--- src/rtl/fdc_rate_pkg.sv ---
// Package: shared bit-rate codes and register field positions for the
// floppy rate control register. Assumes an 8-bit host data path.
package fdc_rate_pkg;

    localparam int REG_W    = 8;
    localparam int RATE_W   = 2;
    localparam int PC_W     = 3;
    localparam int RATE_LSB = 0;
    localparam int PC_LSB   = RATE_LSB + RATE_W;
    localparam int LP_BIT   = 6;
    localparam int SWR_BIT  = 7;

    typedef enum logic [2:0] {
        BR_NONE = 3'd0,
        BR_125K = 3'd1,
        BR_150K = 3'd2,
        BR_250K = 3'd3,
        BR_300K = 3'd4,
        BR_500K = 3'd5,
        BR_1M   = 3'd6,
        BR_2M   = 3'd7
    } bitrate_e;

endpackage

--- src/rtl/fdc_rate_regs.sv ---
// Module: holds the rate field, the precompensation code and the low-power
// flag, and forms the registered software-reset pulse.
// Assumes: wr_en, dat_acc and sts_acc are single-cycle strobes in clk.
module fdc_rate_regs
    import fdc_rate_pkg::*;
#(
    parameter logic [RATE_W-1:0] RST_RATE = 2'b10
) (
    input  logic              clk,
    input  logic              rst_n,
    input  logic              wr_en,
    input  logic [REG_W-1:0]  wr_data,
    input  logic              dat_acc,
    input  logic              sts_acc,
    output logic [RATE_W-1:0] rate_q,
    output logic [PC_W-1:0]   pc_q,
    output logic              lp_q,
    output logic              swrst_q
);

    logic sw_req;
    logic lp_exit;
    logic lp_enter;

    // Decode the write strobes into reset, exit and entry requests.
    always_comb begin
        sw_req   = wr_en && wr_data[SWR_BIT];
        lp_exit  = sw_req || dat_acc || sts_acc;
        lp_enter = wr_en && wr_data[LP_BIT];
    end

    // Rate and precompensation fields: hardware reset only; writes load.
    always_ff @(posedge clk) begin
        if (!rst_n) begin
            rate_q <= RST_RATE;
            pc_q   <= '0;
        end else if (wr_en) begin
            rate_q <= wr_data[RATE_LSB +: RATE_W];
            pc_q   <= wr_data[PC_LSB +: PC_W];
        end
    end

    // Low-power flag: exit by side effects wins over entry.
    always_ff @(posedge clk) begin
        if (!rst_n) begin
            lp_q <= 1'b0;
        end else if (lp_exit) begin
            lp_q <= 1'b0;
        end else if (lp_enter) begin
            lp_q <= 1'b1;
        end
    end

    // Self-clearing software reset, one cycle per requesting write.
    always_ff @(posedge clk) begin
        if (!rst_n) begin
            swrst_q <= 1'b0;
        end else begin
            swrst_q <= sw_req;
        end
    end

endmodule

--- src/rtl/fdc_rate_decode.sv ---
// Module: turns the held rate field and the drive type into MFM and FM
// bit-rate codes and the density level. Purely combinational.
// Assumes: drive type 11 behaves as drive type 00.
module fdc_rate_decode
    import fdc_rate_pkg::*;
(
    input  logic [RATE_W-1:0] rate_sel,
    input  logic [1:0]        drv_type,
    output bitrate_e          mfm,
    output bitrate_e          fm,
    output logic              dens
);

    // Density depends only on the rate field.
    always_comb begin
        dens = (rate_sel == 2'b11) || (rate_sel == 2'b00);
    end

    // Bit-rate lookup; only rate field 01 depends on the drive type.
    always_comb begin
        unique case (rate_sel)
            2'b11: begin mfm = BR_1M;   fm = BR_NONE; end
            2'b00: begin mfm = BR_500K; fm = BR_250K; end
            2'b10: begin mfm = BR_250K; fm = BR_125K; end
            default: begin
                unique case (drv_type)
                    2'b01:   begin mfm = BR_500K; fm = BR_250K; end
                    2'b10:   begin mfm = BR_2M;   fm = BR_NONE; end
                    default: begin mfm = BR_300K; fm = BR_150K; end
                endcase
            end
        endcase
    end

endmodule

--- src/rtl/fdc_precomp_decode.sv ---
// Module: maps the precompensation code onto a unit-step count and a flag
// for the default delay. All-ones means zero delay; all-zeros the default.
// Assumes: the unit step size is chosen downstream from the bit rate.
module fdc_precomp_decode
    import fdc_rate_pkg::*;
(
    input  logic [PC_W-1:0] code,
    output logic [PC_W-1:0] units,
    output logic            dflt
);

    localparam logic [PC_W-1:0] ZERO_CODE = {PC_W{1'b1}};
    localparam logic [PC_W-1:0] DFLT_CODE = {PC_W{1'b0}};

    // Step count equals the code except for the two reserved extremes.
    always_comb begin
        dflt  = (code == DFLT_CODE);
        units = (code == ZERO_CODE || code == DFLT_CODE) ? '0 : code;
    end

endmodule

--- src/rtl/fdc_rate_ctrl.sv ---
// Module: top of the floppy rate control register. Joins the held state,
// the rate decoder and the precompensation decoder, and builds the shadow.
// Assumes: synchronous active-low reset; shadow bits 5 and 7 read 0.
module fdc_rate_ctrl
    import fdc_rate_pkg::*;
#(
    parameter logic [1:0] RST_RATE = 2'b10
) (
    input  logic       clk,
    input  logic       rst_n,
    input  logic       wr_en,
    input  logic [7:0] wr_data,
    input  logic       dat_acc,
    input  logic       sts_acc,
    input  logic [1:0] drv_type,
    output logic [7:0] shadow_q,
    output logic [1:0] rate_sel,
    output logic       density,
    output logic [2:0] mfm_rate,
    output logic [2:0] fm_rate,
    output logic [2:0] precomp_units,
    output logic       precomp_dflt,
    output logic       sw_rst,
    output logic       low_power
);

    logic [RATE_W-1:0] rate_q;
    logic [PC_W-1:0]   pc_q;
    logic              lp_q;
    logic              swrst_q;
    bitrate_e          mfm_e;
    bitrate_e          fm_e;

    fdc_rate_regs #(.RST_RATE(RST_RATE)) u_regs (
        .clk     (clk),
        .rst_n   (rst_n),
        .wr_en   (wr_en),
        .wr_data (wr_data),
        .dat_acc (dat_acc),
        .sts_acc (sts_acc),
        .rate_q  (rate_q),
        .pc_q    (pc_q),
        .lp_q    (lp_q),
        .swrst_q (swrst_q)
    );

    fdc_rate_decode u_dec (
        .rate_sel (rate_q),
        .drv_type (drv_type),
        .mfm      (mfm_e),
        .fm       (fm_e),
        .dens     (density)
    );

    fdc_precomp_decode u_pc (
        .code  (pc_q),
        .units (precomp_units),
        .dflt  (precomp_dflt)
    );

    // Shadow image and plain output wiring.
    always_comb begin
        shadow_q          = '0;
        shadow_q[RATE_LSB +: RATE_W] = rate_q;
        shadow_q[PC_LSB +: PC_W]     = pc_q;
        shadow_q[LP_BIT]  = lp_q;
        rate_sel          = rate_q;
        mfm_rate          = mfm_e;
        fm_rate           = fm_e;
        sw_rst            = swrst_q;
        low_power         = lp_q;
    end

endmodule

--- config.mk ---
export PLATFORM = sky130hd
export DESIGN_NAME = fdc_rate_ctrl
export DESIGN_NICKNAME = d
export VERILOG_FILES = /design/src/rtl/fdc_rate_pkg.sv /design/src/rtl/fdc_rate_regs.sv /design/src/rtl/fdc_rate_decode.sv /design/src/rtl/fdc_precomp_decode.sv /design/src/rtl/fdc_rate_ctrl.sv
export SDC_FILE = /design/constraint.sdc
export NUM_CORES = 1
export LEC_CHECK = 0
export BUFFER_PORTS_ARGS = -buffer_cell sky130_fd_sc_hd__buf_2
export CAP_MARGIN = 20
export CORE_MARGIN = 8
export CORE_UTILIZATION = 36
export CTS_CLUSTER_SIZE = 12
export DETAILED_ROUTE_END_ITERATION = 6
export PLACE_DENSITY = 0.78
export SLEW_MARGIN = 10
export SYNTH_ARGS = -nofsm -noshare
export SYNTH_HDL_FRONTEND = slang
export SYNTH_HIERARCHICAL = 1
export SYNTH_SLANG_ARGS = --single-unit
--- constraint.sdc ---
create_clock -name clk -period 1 [get_ports clk]
set_input_delay 0.05 -clock clk [delete_from_list [all_inputs] [get_ports clk]]
set_output_delay 0.05 -clock clk [all_outputs]
set_load 0.05 [all_outputs]
# Yosys cells after proc, flatten, opt, wreduce, memory -nomap -nowiden

Cells that the tools add are included.

Register bits: 7
Latch bits: 0
RAM bits: 0
Memory bits (read-only): 0
Input port bits: 15
Output and inout port bits: 23
Logic and storage cells: 24
Memories kept: 0

Add/subtract/negate cells: 0
$mul: 0
Divide/modulo/power cells: 0
Order comparisons: 0
Equal/unequal tests: 5
Shift-type cells: 0
Mux-type cells: 5
Bitwise logic cells: 1
Reduce and logical (&&, ||, !) cells: 9

Operators with widths:

| kind                                          | count |
|---|---|
| one-hot mux 3 bit (3 select lines)            | 2 |
| one-hot mux 2 bit (2 select lines)            | 2 |
| == test 2 bit, second input constant          | 3 |
| logical OR 1 bit                              | 4 |
| == test 3 bit, second input constant          | 1 |
| zero test 3 bit                               | 1 |
| two-way mux 3 bit                             | 1 |
| == test 2 x 1 -> 1 bit, second input constant | 1 |
| logical AND 1 bit                             | 2 |
| zero test 2 bit                               | 1 |
| OR reduction 2 bit                            | 1 |
| NOT 1 bit                                     | 1 |

# Longest topological paths before layout

Word-level depth: 4
Mapped depth: 4
Gate-level depth less buffers: 4

# Cells and area by module

Netlist, hierarchy kept.

By module, submodules not included:

| module             | instances | cells each | area an instance (µm²) | seq. area each (µm²) |
|---|---|---|---|---|
| fdc_rate_regs      | 1         | 22         | 266.5                  | 140.1 |
| fdc_rate_decode    | 1         | 27         | 196.4                  | 0.0 |
| fdc_rate_ctrl      | 1         | 6          | 41.3                   | 0.0 |
| fdc_precomp_decode | 1         | 4          | 27.5                   | 0.0 |

# Worst setup path after synthesis

No wires, ideal clock.

Kind: reg-to-output
From: register u_regs.rate_q[1]
To: output fm_rate[1]
Arrival: 1,909 ps
Required time: 950 ps
Slack: -959 ps
Cell stages (with the launch flop): 4
Buffers on the path: 0
Cells stage by stage: dfxtp_1 inv_1 ha_1 mux2i_1

Word-level cells in the longest chain between the ends: 2
Elaborated cells on any way between the ends: 4
Those cells by class: eq/ne: 2; mux: 1; reduce/logical: 1

RTL lines:

| element                                          | RTL line              | source |
|---|---|---|
| start: declaration                               | fdc_rate_regs.sv:15   | `output logic [RATE_W-1:0] rate_q,` |
| start signal: assignment                         | fdc_rate_regs.sv:38   | `rate_q <= wr_data[RATE_LSB +: RATE_W];` |
| == test 2 bit or zero test 2 bit (tied branches) | fdc_rate_decode.sv:21 | `unique case (rate_sel)` |
| one-hot mux 3 bit (3 select lines) *             | fdc_rate_decode.sv:21 |  |
| end: declaration                                 | fdc_rate_ctrl.sv:20   | `output logic [2:0] fm_rate,` |

Every way passes the cells marked *; elsewhere a longest branch is shown, timed or not.

# Final worst setup path

From: register u_regs.rate_q[0]
To: output mfm_rate[0]

Word-level cells in the longest chain between the ends: 2
Elaborated cells on any way between the ends: 4
Those cells by class: eq/ne: 2; mux: 1; reduce/logical: 1

RTL lines:

| element                                          | RTL line              | source |
|---|---|---|
| == test 2 bit or zero test 2 bit (tied branches) | fdc_rate_decode.sv:21 |  |
| one-hot mux 3 bit (3 select lines) *             | fdc_rate_decode.sv:21 |  |
| end: declaration                                 | fdc_rate_ctrl.sv:19   | `output logic [2:0] mfm_rate,` |

Marked as above.

==> qor.yml <==
outcome: "finished, violations left"
violations: "setup timing"
synth_top_family_by_area: "adder cells"
ir_worst_vdd_mv: 0.854
drv_cap: 0
die_w_microns: 54.4
hold_viol: 0
drv_slew: 0
setup_viol: 11
place_inst: 105
fin_ws_ps: -355
p_comb_share_pct: 51.4
p_sw_share_pct: 42.3
fmax_mhz: 738
antenna_left: 0
avgSynthCellArea_sq_um: 9.01
synthFlopType: "dfxtp_1"
hpwlAfterDp_mm: 1.14
vias_per_cell: 4.56
initial_core_util_pct: 37.0
overflow: 0
p_total_mw: 1.19
cp.arrival_ps: 1300
area_growth_pct: 102
power_frac_clock_pct: 21.2
async_flop_share_pct: 0
synth.area.mux_share_pct: 11.3
htreeDepth: 1
cp_num_buf_inv: 2
clock-root-buffer: "clkbuf_4"
slowest_delay_ps: 400
ys_warn_count: 6
crit_path_max_fanout: 5
cts.sinks: 7
clock_path_buffers: 2
antenna_found_initial: 0
rows: 14
rsz0062_at_grt: "true"
grtUsageTotal_pct: 11.8
p_leak_nw: 0.477
fin_cells: 112
cp-start-kind: "flop"
routed_wl_mm: 1.58
die_h_microns: 54.4
slowest_stage: "dfxtp_4"
whs_ps: 22.0
antenna_cells: 0
final_cell_mix: "17 x buf_2, 9 x buf_6"
skew_ps: 0
seq_area_frac_synth_pct: 26.4
grt_pass1_wl_mm: 2.51
p_switching_uw: 503
crit_chain: "inv_4, ha_4, nor3_4, a21oi_4, buf_6"
final_common_cell: "buf_2"
synth-xor-area-share_pct: 0
synth-adder-area-share_pct: 21.2
tritoncts: "yes"
grt_pass1_vias: 582
cts.reportedPaths.clkPinSlew_ps: 50
gp_congestion: 0.685
ys_seq_elements: 7
ios: 38
grt_max_degree: 9
drive_gt1_share_pct: 71.9
synthTopCellsByArea: "dfxtp_1 26%, ha_1 21%, mux2i_1 11%"
clkLatencyLatePin_ps: 250
fillers: 103
synth_cells: 59
hold_path.class: "input pin to flop"
p_int_uw: 685
p_per_area_nw_per_um2: 1110
drt_iter0_markers: 0
synth-simple-area-share_pct: 12.0
core_region_area_sq_um: 1440
critPathRequiredTime_ps: 950
fin_crit_sh_pct: 135
synth_top_area_share_pct: 26.4
portBuffers: 33
synth_area_leader_cell: "dfxtp_1"
cts_buffers: 3
wire_per_inst_microns: 14.1
min_period_ps: 1350
nNetsFinal: 121
fp.dieArea_sq_um: 2960
synth_compound_area_share_pct: 11.5
dr.pass1.iters: 1
sequentialPowerShare_pct: 27.4
synth_edf_count: 0
end_kind: "primary output"
remaining_drc_errors: 0
synth_cell_types: 18
path_class: "flop to primary output"
path_delay_family: "flip-flops"
synth.cell_area_sq_um: 532
vias: 511
## registers in the layout (all words and copies together), names as in the netlist
name,cells
u_regs/lp_q,1
u_regs/pc_q,3
u_regs/rate_q,2
u_regs/swrst_q,1
## synthesized netlist by cell type, types with 2 or more instances
master,instances
a21oi_1,2
a21boi_0,3
ha_1,9
inv_1,8
buf_4,6
nand2_1,2
dfxtp_1,7
mux2i_1,6
nor2b_1,4
conb_1,2
nor3_1,3
## power by group through the flow
stage                     Clock, mW  Combinational [mW]  Sequential (mW)
after CTS                     0.270               0.588            0.325
final                         0.251               0.610            0.326
after global routing          0.289               0.640            0.329
after floorplan                   0               0.350            0.377
after detailed placement          0               0.491            0.328
after global placement            0               0.484            0.327
## final timing paths
path | from | to | slack [ps] | cells past startpoint
max reg2reg | u_regs/rate_q[0] | u_regs/rate_q[0] | 60 | 4
min reg2reg | u_regs/lp_q | u_regs/lp_q | 530 | 2
min | rst_n | u_regs/rate_q[1] | 20 | 2
max | u_regs/rate_q[0] | mfm_rate[0] | -350 | 5
## metrics by stage
| stage | worst slack, ps | utilization, % | setup TNS (ps) | area, sq um |
|---|---|---|---|---|
| 2_1_floorplan | -182 | - | -809 | 709 |
| 3_3_place_gp | -145 | 59.9 | -633 | 861 |
| 3_5_place_dp | -159 | 59.9 | -698 | 861 |
| 4_1_cts | -363 | 72.0 | -2320 | 1030 |
| 5_1_grt | -433 | 74.7 | -2800 | 1070 |
| 6_report | -355 | 74.7 | -2160 | 1070 |
## cell families after synthesis
| logic type | count (synthesis) |
|---|---|
| buf+inv | 15 |
| simple gates | 12 |
| fa+ha+maj | 9 |
| compound gates | 8 |
| flops | 7 |
| mux | 6 |
| other cells | 2 |
## routing by layer
| metal | up-vias | track usage, % | routed length (microns) |
|---|---|---|---|
| met4 | 0 | 6.15 | 17 |
| met5 | - | 0 | 0 |
| met2 | 19 | 22.9 | 932 |
| li1 | 255 | - | - |
| met1 | 235 | 10.4 | 507 |
| met3 | 2 | 3.80 | 117 |
## layout make-up
class | instances | area [sq um] | share of cell area [%]
clock buffers | 4 | 26.3 | 2.45
repair buffers | 39 | 327 | 30.4
inverters | 8 | 45.0 | 4.20
well taps | 16 | 20.0 | 1.86
multi-input cells | 38 | 495 | 46.2
flip-flops and latches | 7 | 160 | 14.9
## timing repair
action / in CTS / in global routing
endpoints found under the hold margin: 1 / 0
hold buffers: 2 / 0
pin swaps: 4 / 4
resized for setup: 35 / 9
setup buffers: 1 / 0
setup endpoints to repair: 15 / 15
Note: power is estimated with default switching activity, not from simulation.
